**src/rtl/bkp_rst_supervisor.sv**
```systemverilog
module bkp_rst_supervisor #(
  parameter int unsigned RST_HOLD     = 12_800_000,
  parameter int unsigned HALT_TIMEOUT = 384_000_000,
  parameter int unsigned DIV_LOG2     = 2,
  localparam int HW = $clog2(RST_HOLD + 1),
  localparam int TW = $clog2(HALT_TIMEOUT + 1)
) (
  input  logic clk,
  input  logic rst_n,
  input  logic bus_rst_n_in,
  input  logic loc_rst_req_n,
  input  logic halt_in,
  input  logic bus_fail_n_in,
  input  logic acfail_n_in,
  input  logic ctrl_mode,
  input  logic fail_en,
  input  logic fail_inhibit,
  input  logic irq_fail_en,
  input  logic irq_acf_en,
  input  logic irq_fail_clr,
  input  logic irq_acf_clr,
  output logic bus_rst_drv,
  output logic bus_fail_drv,
  output logic loc_halt,
  output logic loc_reset,
  output logic sysclk_drv,
  output logic sysclk_oe,
  output logic irq_fail,
  output logic irq_acf
);

  localparam logic [4:0] SYNC_IDLE = 5'b11011;

  logic [4:0] sync_a, sync_b;
  logic brst_s, req_s, halt_s, fail_s, acf_s;
  logic fail_prev, acf_prev;
  logic [HW-1:0] loc_cnt, drv_cnt;
  logic [TW-1:0] halt_cnt;
  logic [1:0] own_hist;
  logic [DIV_LOG2-1:0] div;
  logic boot_fail, loc_active, halt_expired, own_recent, fail_fall, acf_fall;

  always_ff @(posedge clk or negedge rst_n)
    if (!rst_n) begin
      sync_a <= SYNC_IDLE;
      sync_b <= SYNC_IDLE;
    end else begin
      sync_a <= {acfail_n_in, bus_fail_n_in, halt_in, loc_rst_req_n, bus_rst_n_in};
      sync_b <= sync_a;
    end

  assign {acf_s, fail_s, halt_s, req_s, brst_s} = sync_b;

  always_ff @(posedge clk or negedge rst_n)
    if (!rst_n)                loc_cnt <= '0;
    else if (!brst_s)          loc_cnt <= HW'(RST_HOLD);
    else if (loc_cnt != '0)    loc_cnt <= loc_cnt - 1'b1;

  assign loc_active = !brst_s || (loc_cnt != '0);
  assign loc_halt   = loc_active;
  assign loc_reset  = loc_active;

  always_ff @(posedge clk or negedge rst_n)
    if (!rst_n)                     drv_cnt <= '0;
    else if (ctrl_mode && !req_s)   drv_cnt <= HW'(RST_HOLD);
    else if (drv_cnt != '0)         drv_cnt <= drv_cnt - 1'b1;

  assign bus_rst_drv = ctrl_mode && (!req_s || (drv_cnt != '0));

  always_ff @(posedge clk or negedge rst_n)
    if (!rst_n)                              halt_cnt <= '0;
    else if (!halt_s || loc_active)          halt_cnt <= '0;
    else if (halt_cnt != TW'(HALT_TIMEOUT))  halt_cnt <= halt_cnt + 1'b1;

  assign halt_expired = (halt_cnt == TW'(HALT_TIMEOUT));

  always_ff @(posedge clk or negedge rst_n)
    if (!rst_n)        boot_fail <= 1'b1;
    else if (!brst_s)  boot_fail <= 1'b1;
    else if (!fail_en) boot_fail <= 1'b0;

  assign bus_fail_drv = fail_en && !fail_inhibit && (boot_fail || halt_expired);

  always_ff @(posedge clk or negedge rst_n)
    if (!rst_n) begin
      own_hist  <= '0;
      fail_prev <= 1'b1;
      acf_prev  <= 1'b1;
    end else begin
      own_hist  <= {own_hist[0], bus_fail_drv};
      fail_prev <= fail_s;
      acf_prev  <= acf_s;
    end

  assign own_recent = bus_fail_drv || (own_hist != '0);
  assign fail_fall  = fail_prev && !fail_s && !own_recent;
  assign acf_fall   = acf_prev && !acf_s;

  always_ff @(posedge clk or negedge rst_n)
    if (!rst_n)                        irq_fail <= 1'b0;
    else if (!brst_s)                  irq_fail <= 1'b0;
    else if (fail_fall && irq_fail_en) irq_fail <= 1'b1;
    else if (irq_fail_clr)             irq_fail <= 1'b0;

  always_ff @(posedge clk or negedge rst_n)
    if (!rst_n)                      irq_acf <= 1'b0;
    else if (!brst_s)                irq_acf <= 1'b0;
    else if (acf_fall && irq_acf_en) irq_acf <= 1'b1;
    else if (irq_acf_clr)            irq_acf <= 1'b0;

  always_ff @(posedge clk or negedge rst_n)
    if (!rst_n) div <= '0;
    else        div <= div + 1'b1;

  assign sysclk_drv = div[DIV_LOG2-1];
  assign sysclk_oe  = ctrl_mode;

endmodule

```
**config.mk**
```make
export PLATFORM = sky130hd
export DESIGN_NAME = bkp_rst_supervisor
export DESIGN_NICKNAME = d
export VERILOG_FILES = /design/src/rtl/bkp_rst_supervisor.sv
export SDC_FILE = /design/constraint.sdc
export NUM_CORES = 1
export LEC_CHECK = 0
export BUFFER_PORTS_ARGS = -buffer_cell sky130_fd_sc_hd__buf_4
export CAP_MARGIN = 20
export CORE_MARGIN = 1
export CORE_UTILIZATION = 30
export DETAILED_ROUTE_END_ITERATION = 12
export SYNTH_ARGS = -nofsm -noshare
export SYNTH_HDL_FRONTEND = slang
export SYNTH_SLANG_ARGS = --single-unit
```
**constraint.sdc**
```tcl
create_clock -name clk -period 2.7 [get_ports clk]
set_input_delay 0.27 -clock clk [delete_from_list [all_inputs] [get_ports clk]]
set_output_delay 0.27 -clock clk [all_outputs]
set_load 0.03 [all_outputs]
```
### Yosys cells after proc, flatten, opt, wreduce, memory -nomap -nowiden

Index checks and enable logic that the tools add are counted.

* logic and storage cells: 62
* output and inout port bits: 8
* bits in registers: 96
* bits of input ports: 14

* add/sub/neg operators: 4
* reduce and logical (&&, ||, !) cells: 26
* mux-type cells: 14
* equal/unequal tests: 6

Operators with widths (number)
* 2-to-1 mux 24 bit: 4
* 2-to-1 mux 29 bit: 2
* nonzero test 24 bit: 2
* subtractor 24 x 1 -> 24 bit, second input constant: 2
* adder 29 x 1 -> 29 bit, second input constant: 1
* == test 29 bit, second input constant: 1
* != test 29 bit, second input constant: 1
* logical AND 1 bit: 9
* 2-to-1 mux 1 bit: 8
* logical NOT 1 bit: 7
* != test 3 x 2 -> 1 bit, second input constant: 2
* nonzero test 2 bit: 3
* logical OR 1 bit: 5
* adder 2 x 1 -> 2 bit, second input constant: 1
* != test 2 x 1 -> 1 bit, second input constant: 1
* != test 2 bit, second input constant: 1

### Logic depth before layout (Yosys ltp)

Gate-level depths: netlist (run 1).

* depth in word-level cells: 9
* mapped depth: 9
* gate-level depth less buffers: 7

### Worst setup path before layout (run 1)

OpenSTA, ideal clock, no wires.

* kind: flip-flop to output port
* start point: register halt_cnt[11]
* end point: output port bus_fail_drv
* cell stages (with the launch flop): 7
* buffers on the path: 1
* required time: 2430 ps
* setup slack: 191 ps
* arrival time: 2239 ps
* cells stage by stage: dfrtp_1 clkbuf_1 nor4_1 nand4_1 nor4_2 nor2_1 nor3b_1

* longest elaborated chain between the ends: 3

RTL lines
* from (decl): RTL line 38 `logic [TW-1:0] halt_cnt;`
* from (signal assigned): RTL line 73 `else if (halt_cnt != TW'(HALT_TIMEOUT)) halt_cnt <= halt_cnt + 1'b1;`
* == test 29 bit: RTL line 75 `assign halt_expired = (halt_cnt == TW'(HALT_TIMEOUT));`
* logical OR 1 bit: RTL line 82 `assign bus_fail_drv = fail_en && !fail_inhibit && (boot_fail || halt_expired);`
* logical AND 1 bit: RTL line 82
* to (decl): RTL line 23 `output logic bus_fail_drv,`

No other way between the ends.

### Final worst setup path (run 1)

* start point: register loc_cnt[4]
* end point: output port loc_reset

* longest elaborated chain between the ends: 2

RTL lines
* from (decl): RTL line 37 `logic [HW-1:0] loc_cnt, drv_cnt;`
* from (signal assigned): RTL line 56 `else if (!brst_s) loc_cnt <= HW'(RST_HOLD);`
* from (signal assigned): RTL line 57 `else if (loc_cnt != '0) loc_cnt <= loc_cnt - 1'b1;`
* nonzero test 24 bit: RTL line 59 `assign loc_active = !brst_s || (loc_cnt != '0);`
* logical OR 1 bit: RTL line 59
* to (decl): RTL line 25 `output logic loc_reset,`

No other way between the ends.

==> results of run 1 <==
==> power by group <==
| part | internal [µW] | switching, µW | leakage [µW] |
|---|---|---|---|
| Clock | 840 | 566 | 0.000151 |
| Sequential | 1580 | 193 | 0.00121 |
| Combinational | 289 | 346 | 0.000798 |
==> worst min-delay path by stage <==
stage,from,end
final,bus_rst_n_in,sync_a[0]$_DFF_PN1_
after global routing,bus_rst_n_in,sync_a[0]$_DFF_PN1_
after CTS,bus_rst_n_in,sync_a[0]$_DFF_PN1_
after detailed placement,sync_a[2]$_DFF_PN0_,sync_b[2]$_DFF_PN0_
after global placement,sync_a[2]$_DFF_PN0_,sync_b[2]$_DFF_PN0_
after floorplan,rst_n,div[0]$_DFF_PN0_
==> layer usage <==
layer	routed length, µm	vias to the layer above
li1	-	1711
met1	4586	1713
met2	4496	43
met3	235	17
met4	210	0
met5	0	-
==> timing repair <==
| item | 4_1_cts | 5_1_grt |
|---|---|---|
| hold endpoints to repair | 61 | 0 |
| hold buffers | 1 | 0 |
| setup buffers | 0 | 0 |
| resized for setup | 0 | 4 |
| setup endpoints to repair | 0 | 2 |
==> worst max-delay path: cells and delay by family (launching register included) <==
kind	cells	cell delay (ns)
AND/OR/NAND/NOR	4	1.22
flip-flops	1	0.48
buffers and inverters	1	0.20
==> synthesized netlist by cell type (all sizes together), types with 2 or more instances <==
library cell  instances  area [µm²]
a21boi                2       15.01
a21oi                 7       35.03
and2                 18       112.6
and3                  2       12.51
and3b                 2       18.77
and4                  2       17.52
buf                   6       35.03
clkbuf               13       48.80
dfrtp                85        2127
dfstp                11       289.0
ha                    6       75.07
inv                  12       45.04
nand2                30       112.6
nand2b                3       18.77
nand3                19       95.09
nand4                22       137.6
nor2                 59       224.0
nor2b                 3       18.77
nor3                 16       80.08
nor3b                 4       30.03
nor4                 24       201.4
nor4b                 6       58.80
o211ai                7       52.55
o21ai                19       95.09
o311a                 2       20.02
o31ai                 4       30.03
or2                   2       12.51
or3                   3       18.77
or3b                  2       17.52
or4                   7       60.06
or4b                  3       30.03
xnor2                23       201.4
xor2                 40       350.3
==> registers in the layout (all words and copies together), names as in the netlist <==
register and cells:
acf_prev 1, boot_fail 1, div 2, drv_cnt 24, fail_prev 1, halt_cnt 29, irq_acf 1, irq_fail 1
loc_cnt 24, own_hist 2, sync_a 5, sync_b 5
==> through the flow <==
stage               instance area, µm²  utilization  cells  worst slack [ns]
global placement                  5200       0.3383    696            0.4501
global route                      5559       0.3617    713           0.03498
floorplan                         4783            -    474            0.1915
detailed placement                5200       0.3383    696            0.4699
finish                            5559       0.3617    713            0.1911
CTS                               5540       0.3604    713           0.04342
==> layout make-up <==
class / count / area (µm²)
well taps: 211 / 264.0
multi-input cells: 346 / 2247
repair buffers: 32 / 255.2
clock buffers: 10 / 239.0
inverters: 12 / 45.04
clock inverters: 6 / 91.34
fillers: 1527 / 9812
flip-flops and latches: 96 / 2417
==> cells by family (layout without fill, tap and decap cells) <==
| kind of cell | count (synthesis) | in the layout | share of synthesized area |
|---|---|---|---|
| AOI/OAI and AO/OA | 47 | 47 | 0.06199 |
| buffers and inverters | 32 | 60 | 0.02877 |
| adders and majority gates | 6 | 6 | 0.01569 |
| xor gates and xnor gates | 63 | 63 | 0.1154 |
| DFF | 96 | 96 | 0.5051 |
| and+or+nand+nor | 229 | 229 | 0.2710 |
| muxes | 1 | 1 | 0.002093 |
==> results.txt, run 1 <==
The largest individual stage delay along the critical path comes from the cell dfrtp_1. In the global route stage, met2 resource usage came out at 0.2048. The clock reaches the later pin of the worst-skew pair after 0.35 ns. The met3 demand-to-capacity share in global routing came out at 0.02170. For this run, the top clock speed supported by timing is 398.6 MHz. The combined global-route utilization of all metal layers came out at 0.1276.

Summed over all nets, the half-perimeter wirelength after detailed placement is 6353 µm. The number of synthesized register bits came out at 96. For the worst setup path, the data required time is 2.43 ns. The post-layout minimum cycle time is 2.509 ns. The starting density of the core came out at 0.3112. The area added between synthesis and finish is 16.22%. After detailed routing, the average wire length per cell comes to 13.36 µm. The length in cells of the worst reg-to-reg path is 7. The final hold violation count came to 0. The worst hold slack after final layout is 0.02636 ns.

Setup violations remaining at the end of the flow were counted as 0. The share of the yosys chip area belonging to registers is 0.5051. Following the worst setup path forward leads to its endpoint at loc_reset.

The most critical setup path has its startpoint at loc_cnt[4]$_DFFE_PN0P_. The prevailing post-synth register cell is dfrtp_1. The count of buffers from port buffering is 21.

The area of the die came out at 16450 µm². The detail route stage leaves a number of antenna-violating nets equal to 0. The run finished with clean final reports. The worst vdd rail ir drop came out at 0.2929 mV. The number of diodes is 0.

The initial antenna violation count is 0. The number of warning messages in the yosys log is 0. The total standard cell area after synthesis came out at 4783 µm². The setup clock skew after layout is 0.01213 ns.

The worst setup path is launched from a flop. Synthesis produced 474 cells. During I/O placement, the number of pins put on the boundary was 22. The number of nets handed over by synthesis was 494. The root buffer cell chosen for the clock tree is clkbuf_16. The library cells used most frequently in the layout, excluding fill and tap cells, are dfrtp_1, nor2_1, xor2_1, nand2_1, buf_4. The CTS tree is built. The number of synthesized flops with an enable pin is 0. STA classifies the critical path endpoint as a primary output. The worst reg2reg path endpoint is drv_cnt[18]$_DFFE_PN0P_. The delay of the slowest cell on the worst path is 0.48 ns. The largest buffer count on any clock path is 2. The final total power is 3816 µW. Of all nets on the critical path, the largest fanout is 11. In this run, distinct cell masters in the synthesized netlist total 53. The start of the worst register-to-register path is drv_cnt[0]$_DFFE_PN0P_.

The cell row count came out at 45. The final critical-path share of the clock period is 0.9292. The actual slew at the worst max-slew pin is 0.6165 ns. The path class of the lowest-slack min-delay path is in2reg. The first-pass GRT wire length came out at 16600 µm.

The number of cells on the worst hold path is 1. The die width is 128.3 µm. The worst slew margin relative to its limit came out at 0.5852.

The per-cell via count in the routed design is 4.886. The leakage component of the power came out at 0.002158 µW. The H-tree was split into 3 levels. The number of max-slew violations in the final report came to 0.

Setup repair after global routing left no endpoint under its margin. The floorplan step set the die height to 128.3 µm. The final total negative setup slack is 0 ns.

Before antenna repair, the detailed router went through 4 iterations. The final wirelength is 9528 µm. The number of global-route vias before repair is 3468. After global routing the overflow that remains totals 0.

Of the cells placed in the final design, the portion with a size suffix greater than 1 is 0.1534. The number of clock buffers inserted by TritonCTS is 9. The via total after detailed routing is 3484.

The pin count of the biggest net entering global routing is 97. After clock tree synthesis, the clock-pin slew on the worst setup and hold paths is 0.06 ns. The number of max-cap violations is 0. The floorplan step defined a core boundary enclosing 15370 µm². The endpoint arrival time on the critical path is 2.24 ns.

The met1 track demand over resource in global routing came out at 0.1645. The remaining design rule violation count came out at 0. The number of clock sinks came out at 96. The library cell used most frequently in the layout, excluding fill and tap cells, is dfrtp_1. The worst setup path is of the reg2out kind. The initial DRC count is 179. Of all flip-flops after synthesis, the portion carrying an async set or reset was 1.000. The setup slack of the worst register-to-register path came out at 0.46 ns. Walking the worst path, the cells encountered are nor4_4, nand3_1, nor2_2, nand2_1, buf_4. In this run the mean area of a mapped cell was 10.09 µm². The final layout net count is 517. The final weighted congestion in routability-driven placement came out at 0.7871. The global routing stage identified its most utilized layer as met2. Power spread over the standard cell area amounts to 686.4 nW/µm².
No activity file was read; power rests on OpenSTA's default activity.
==> run 2, diff against run 1 <==
--- a/config.mk
+++ b/config.mk
@@ -10,6 +10,8 @@
 export CORE_MARGIN = 1
 export CORE_UTILIZATION = 30
 export DETAILED_ROUTE_END_ITERATION = 12
+export MAX_ROUTING_LAYER = met4
+export SETUP_SLACK_MARGIN = 0.15
 export SYNTH_ARGS = -nofsm -noshare
 export SYNTH_HDL_FRONTEND = slang
 export SYNTH_SLANG_ARGS = --single-unit
==> run 2 against run 1 <==
  * Via count grew 0.46%
  * Fmax grew 5.7%
  * Combinational power grew 2%
  * First-iteration DRC count shrank 13%
  * Clock skew is essentially flat
  * Register-to-register slack gained 0.02 ns
  * Power grew 0.37%
  * Critical endpoint is now bus_fail_drv
  * Largest cell class unchanged
==> results.txt, run 2 (synthesized netlist as in run 1, its figures left out) <==
Along the worst path, the maximum fanout reaches 5. The actual slew at the worst max-slew pin is 0.5247 ns. The largest buffer count on any clock path is 2. During placement, the flow inserted port buffers numbering 21. For this design the top-level I/O count stands at 22. After legalization and detailed placement, the total HPWL measured 6353 µm.

The critical path start-end classification is reg2out. The setup clock skew after layout came out at 0.01244 ns. The category of cells accounting for the largest share of critical-path delay is simple AND/OR/NAND/NOR gates.

The final wirelength came out at 9584 µm. The via total after detailed routing is 3500. The number of clock buffers inserted by TritonCTS came out at 9.

After detailed routing, the average wire length per cell comes to 13.42 µm. The number of max-cap violations is 0. The leakage component of the power is 0.002165 µW. The final hold violation count came out at 0.

halt_cnt holds more flip-flops than any other register. Data on the critical path is required at its endpoint by 2.43 ns. VDD sags by at most 0.2934 mV.

The amount of wire on met3 after detailed routing came out at 245 µm. The chip height came out at 128.3 µm. STA classifies the critical path startpoint as a flop.

The initial antenna violation count came to 0. The slack of the critical path is 0.3256 ns. The clock drives 96 sinks. The maximum frequency from static timing analysis came out at 421.2 MHz. The floorplan has 45 rows. The highest metal layer used by the detailed router is met4. The number of standard cells in the final layout excluding fillers is 714. The path class of the lowest-slack min-delay path is in2reg. Setup repair after global routing left no endpoint under its margin. The die width came out at 128.3 µm. The number of diodes is 0. The register with the most flip-flops in the layout has 29 of them. The final critical-path share of the clock period is 0.8794.

The pin count of the biggest net entering global routing is 97. The critical path goes through nor4_2, nand4_1, nor4_2, buf_4, nor2_1, nor3b_2, buf_4. The area of the die is 16450 µm². The area occupied by registers is 2419 µm². The per-cell via count in the routed design came out at 4.902. The share of final-layout standard cells stronger than drive strength 1 came out at 0.1670.

After routing, the total negative slack on setup checks comes to 0 ns. The final weighted congestion in routability-driven placement is 0.7981. Clock latency on the worst-skew pair, taken at its later pin, is 0.35 ns. For this design the ratio of total power to cell area is 683.8 nW/µm². The area growth from synthesis to layout is 17.08%. The slowest cell on the critical path is dfrtp_2. The starting density of the core is 0.3112. The first-pass GRT wire length came out at 16750 µm.

The area of combinational cells with multiple inputs is 2280 µm². The count of buffering cells on the critical path with inverters included came out at 2. In the layout the commonest cells are dfrtp_1, nor2_1, xor2_1, buf_4, nand2_1. The commonest non-fill, non-tap cell in the layout is dfrtp_1. The number of placed instances with taps included came out at 696. Overall power consumption after layout is estimated at 3830 µW. The tree is rooted in a clkbuf_16. The core region is 15370 µm². After clock tree synthesis, the clock-pin slew on the worst setup and hold paths is 0.07 ns.

In the final layout, the registers with the most flip-flops are halt_cnt (29), drv_cnt (24), loc_cnt (24). The wire length on met1 came out at 4599 µm. The number of max-slew violations in the final report came to 0. The post-placement setup slack came out at 0.4699 ns. The category of the worst setup path capture point is a primary output.

TritonCTS built the clock tree. The post-layout minimum cycle time came out at 2.374 ns. The amount of wire on met2 after detailed routing is 4544 µm. The global-route congestion overflow total came out at 0.

The number of global-route vias before repair came out at 3493. At the worst endpoint, the arrival time is 2.10 ns. The final layout net count came out at 518. The first detailed-routing pass ran for 5 iterations.

The flow ran to the end, and the final reports show no timing, DRC or antenna violations. The delay of the slowest cell on the worst path is 0.44 ns. After filler insertion, the fill cell instance count of the layout stands at 1525.

The count of nets left with antenna violations once routing finished came out at 0. The deepest level of the CTS H-tree came out at 3. The worst slew margin relative to its limit is 0.6470. The final number of setup-violating endpoints is 0. Across every metal layer, demand over resource in global routing totals 0.1328. The remaining design rule violation count came out at 0. The initial DRC count is 155. The tightest hold path in the finished design has a slack of 0.02528 ns.
==> run 2: cell count changes in the layout (fill, tap and decap cells not counted) <==
| cell | change |
|---|---|
| buf_4 | +1 |
| dfrtp_1 | -1 |
| dfrtp_2 | +1 |
| nand3_1 | -2 |
| nand3_2 | +2 |
| nor2_2 | -1 |
| nor2_4 | +1 |
| nor3_1 | -1 |
| nor3_2 | +1 |
| nor4_1 | -2 |
| nor4_2 | +2 |
==> run 2: worst register-to-register path, delay by kind of cell, from the launching register on <==
family,cells,cell delay [ns]
simple gates,4,1.19
flops,1,0.39
fa+ha+maj,1,0.22
xor+xnor,1,0.16
buf+inv,1,0.13
==> run 2: final cells by class <==
class,count,area share
flip-flops and latches,96,0.4319
clock inverters,6,0.01631
inverters,12,0.008043
clock buffers,10,0.04267
well taps,211,0.04714
multi-input cells,346,0.4071
repair buffers,33,0.04692
==> run 2: per-layer routing <==
| metal | track usage | vias up |
|---|---|---|
| li1 | - | 1720 |
| met1 | 0.1668 | 1723 |
| met2 | 0.2064 | 42 |
| met3 | 0.02170 | 15 |
| met4 | 0.06782 | 0 |
| met5 | - | - |
==> run 2: where the power goes <==
part           leakage, µW  switching [µW]  total (µW)  internal [µW]
Combinational     0.000807             350         645            294
Sequential         0.00121             197        1780           1580
Clock             0.000151             566        1410            840
Total              0.00217            1110        3830           2720
==> run 2: final timing paths <==
kind | from | to | slack [ns] | depth (start not counted)
worst max-delay path | halt_cnt[3]$_DFFE_PN0P_ | bus_fail_drv | 0.33 | 7
min in group asynchronous | rst_n | loc_cnt[4]$_DFFE_PN0P_ | 0.52 | 3
max in group asynchronous | rst_n | sync_a[1]$_DFF_PN1_ | 1.77 | 3
worst min register to register | sync_a[1]$_DFF_PN1_ | sync_b[1]$_DFF_PN1_ | 0.35 | 0
worst min-delay path | bus_rst_n_in | sync_a[0]$_DFF_PN1_ | 0.03 | 1
worst max register to register | drv_cnt[0]$_DFFE_PN0P_ | drv_cnt[18]$_DFFE_PN0P_ | 0.48 | 7
==> run 2: per-stage QoR <==
step | area [µm²] | utilization
2_1_floorplan | 4783 | -
3_3_place_gp | 5200 | 0.3383
3_5_place_dp | 5200 | 0.3383
4_1_cts | 5553 | 0.3613
5_1_grt | 5600 | 0.3643
6_report | 5600 | 0.3643
==> run 2: timing repair <==
action	CTS	global route
setup buffers	0	1
endpoints found under the hold margin	61	0
gates resized for setup	2	9
pin swaps	0	1
hold buffers	1	0
endpoints found under the setup margin	2	4
==> run 3, diff against run 2 <==
--- a/config.mk
+++ b/config.mk
@@ -7,11 +7,16 @@
 export LEC_CHECK = 0
 export BUFFER_PORTS_ARGS = -buffer_cell sky130_fd_sc_hd__buf_4
 export CAP_MARGIN = 20
+export CELL_PAD_IN_SITES_DETAIL_PLACEMENT = 2
+export CELL_PAD_IN_SITES_GLOBAL_PLACEMENT = 2
 export CORE_MARGIN = 1
 export CORE_UTILIZATION = 30
 export DETAILED_ROUTE_END_ITERATION = 12
 export MAX_ROUTING_LAYER = met4
+export PLACE_DENSITY_LB_ADDON = 0.1
+export REMOVE_ABC_BUFFERS = 1
 export SETUP_SLACK_MARGIN = 0.15
+export SLEW_MARGIN = 20
 export SYNTH_ARGS = -nofsm -noshare
 export SYNTH_HDL_FRONTEND = slang
 export SYNTH_SLANG_ARGS = --single-unit
==> run 3 against run 2 <==
  * The flow now finishes with violations (hold timing)
  * First-iteration DRC count decreased by 39%
  * Die area unchanged
  * Worst hold slack got worse by 0.037 ns
  * Core utilization increased by 0.52 points
  * Register-to-register slack improved by 0.02 ns
  * Clock power about the same
  * Sequential power about the same
  * Fmax decreased by 2.4%
  * Sequential cell count unchanged
  * Design area increased by 1.4%
  * Largest power group unchanged
  * Combinational power increased by 5.0%
==> results.txt, run 3 (synthesized netlist as in run 1, its figures left out) <==
The run finished, with violations left. The final reports fail on hold timing. The final weighted congestion in routability-driven placement came out at 0.7385. The length of the first detailed-routing pass in iterations is 4. The area of combinational cells with multiple inputs is 2296 µm².

The core region is 15370 µm². The final route contains 3624 vias. The count of antenna-violating nets left after detailed routing is 0. The leakage component of the power came out at 0.002233 µW. The remaining design rule violation count is 0. The largest registers in the layout are halt_cnt (29), drv_cnt (24), loc_cnt (24).

Once layout is complete, the cells apart from fillers number 723. The final hold violation count came out at 4. The number of max-slew violations in the final report is 0. The clock transition time at the flip-flop clock pins of the worst setup and hold paths is 0.07 ns. The actual slew at the worst max-slew pin came out at 0.7817 ns.

After the last flow step, the layout net total stands at 527. Across the run, the number of max-cap violations was 0. Walking the worst path, the cells encountered are nor4_4, nand4_1, nor4_4, nor2_1, nor3b_2, buf_4. The number of clock buffers inserted by TritonCTS came out at 9.

Among all stages on the critical path, the largest delay is contributed by dfrtp_2. The initial antenna violation count was 0. The deepest level of the CTS H-tree is 3.

The worst register-to-register path ends at drv_cnt[1]$_DFFE_PN0P_. The setup check on the worst reg-to-reg path leaves a slack of 0.50 ns. The worst slew margin relative to its limit came out at 0.4788.

In the final layout, the share of cells above drive strength 1 is 0.1777. Timing analysis after detailed placement gives a worst setup slack of 0.4488 ns. The area occupied by registers is 2421 µm². The insertion delay of the later-clocked pin in the worst-skew pair is 0.35 ns. The largest buffer count on any clock path is 2.

The die covers 16450 µm². The combined global-route utilization of all metal layers is 0.1711. Entering global routing, the biggest net connects 57 pins. The initial DRC count is 94.

In this run the clock root is driven by a clkbuf_16. The register with the most flip-flops in the layout has 29 of them. Across the routed clock network, the largest skew measured is 0.007783 ns. Measured along the x axis, the die boundary spans 128.3 µm. The starting density of the core came out at 0.3112.

The final wirelength is 12510 µm. The HPWL after detailed placement is 8338 µm. The library cells used most frequently in the layout, excluding fill and tap cells, are dfrtp_1, nor2_1, xor2_1, buf_4, nand2_1. The maximum frequency from static timing analysis is 411.2 MHz. The number of placed instances with taps included came out at 698. The data required time at the worst endpoint came out at 2.43 ns. The number of clock sinks came out at 96. The count of buffers from port buffering came out at 21.

The worst register-to-register path has a depth of 8. The area added between synthesis and finish is 18.75%. The number of global-route vias before repair came out at 3963. Row generation in the floorplan step produced 45 rows. The min-delay analysis places its worst path in the category in2async.

On the worst path, the slowest cell contributes a delay of 0.46 ns. The slack of the critical path is 0.2679 ns. Power spread over the standard cell area amounts to 680.5 nW/µm². The global-route congestion overflow total came out at 0.

The worst hold slack after final layout came out at -0.01159 ns. 0 antenna diodes ended up in the layout. The endpoint arrival time on the critical path came out at 2.16 ns.

STA classifies the critical path startpoint as a flop. For this design the top-level I/O count stands at 22. The final total negative setup slack is 0 ns. The worst setup path is captured at a primary output.

The critical path start-end classification is reg2out. The maximum fanout encountered on the critical timing path is 4. Fill cells in the final layout number 1657. The first-pass GRT wire length is 21020 µm. The library cell used most frequently in the layout, excluding fill and tap cells, is dfrtp_1. The total placed instance area came out at 5215 µm². The wire length per cell came out at 17.30 µm. The worst vdd rail ir drop came out at 0.2953 mV. The final critical-path share of the clock period is 0.9008. Counting flops per register, the top entry is halt_cnt. Overall power consumption after layout is estimated at 3865 µW.

The dominant cell type by count on the critical path is nor4_4. The chip height came out at 128.3 µm. The final number of setup-violating endpoints came out at 0.

The startpoint identified for the worst register-to-register timing path is drv_cnt[0]$_DFFE_PN0P_. Setup repair after global routing could not meet its margin everywhere. The routed design could run at a clock period as short as 2.432 ns. The per-cell via count in the routed design came out at 5.012. The CTS tree is built.

The cell area after layout is 5680 µm².
[run 3: repair_timing]
action | in CTS | in global routing
resized for setup | 2 | 12
endpoints found under the setup margin | 2 | 4
buffers inserted | 1 | 5
hold buffers | 2 | 1
pin swaps | 2 | 4
hold endpoints to repair | 2 | 1
[run 3: per-stage QoR]
stage                     utilization  hold WS (ns)
after floorplan                     -      -0.02559
after global placement         0.3393        0.3370
after detailed placement       0.3393        0.3489
after CTS                      0.3628     0.0001028
after global routing           0.3696      0.002940
final                          0.3696      -0.01159
[run 3: cell type report]
class,count,share of cell area
Sequential cell,96,0.4262
Clock buffer,9,0.03965
Tap cell,211,0.04648
Timing Repair Buffer,42,0.05903
Inverter,12,0.007930
Clock inverter,7,0.01652
Multi-Input combinational cell,346,0.4042
[run 3: worst max-delay path: cells and delay by family, from the launching register on]
kind	cells	cell delay (ns)
buffers and inverters	1	0.19
and+or+nand+nor	5	1.17
DFF	1	0.46
[run 3: power by group]
group / switching, µW / total, µW / internal [µW]
combinational: 376 / 677 / 301
sequential: 206 / 1790 / 1580
clock: 589 / 1400 / 812
total: 1170 / 3870 / 2690
[run 3: worst max-delay path by stage]
stage                                         from      endpoint  slack (ns)  cells after the start
after floorplan           halt_cnt[11]$_DFFE_PN0P_  bus_fail_drv        0.26                      5
after global placement    halt_cnt[11]$_DFFE_PN0P_  bus_fail_drv        0.43                      6
after detailed placement  halt_cnt[11]$_DFFE_PN0P_  bus_fail_drv        0.45                      6
after CTS                   loc_cnt[0]$_DFFE_PN0P_      loc_halt        0.17                      7
after global routing      halt_cnt[19]$_DFFE_PN0P_  bus_fail_drv        0.11                      6
final                      halt_cnt[6]$_DFFE_PN0P_  bus_fail_drv        0.27                      6
[run 3: per-layer routing]
metal,wire length (µm),global-route usage,up-vias,share of wire
met5,0,-,-,0
met4,123,0.04152,0,0.0098
met3,278,0.04007,11,0.022
met2,6134,0.2738,25,0.49
met1,5974,0.2183,1866,0.48
li1,-,-,1722,-
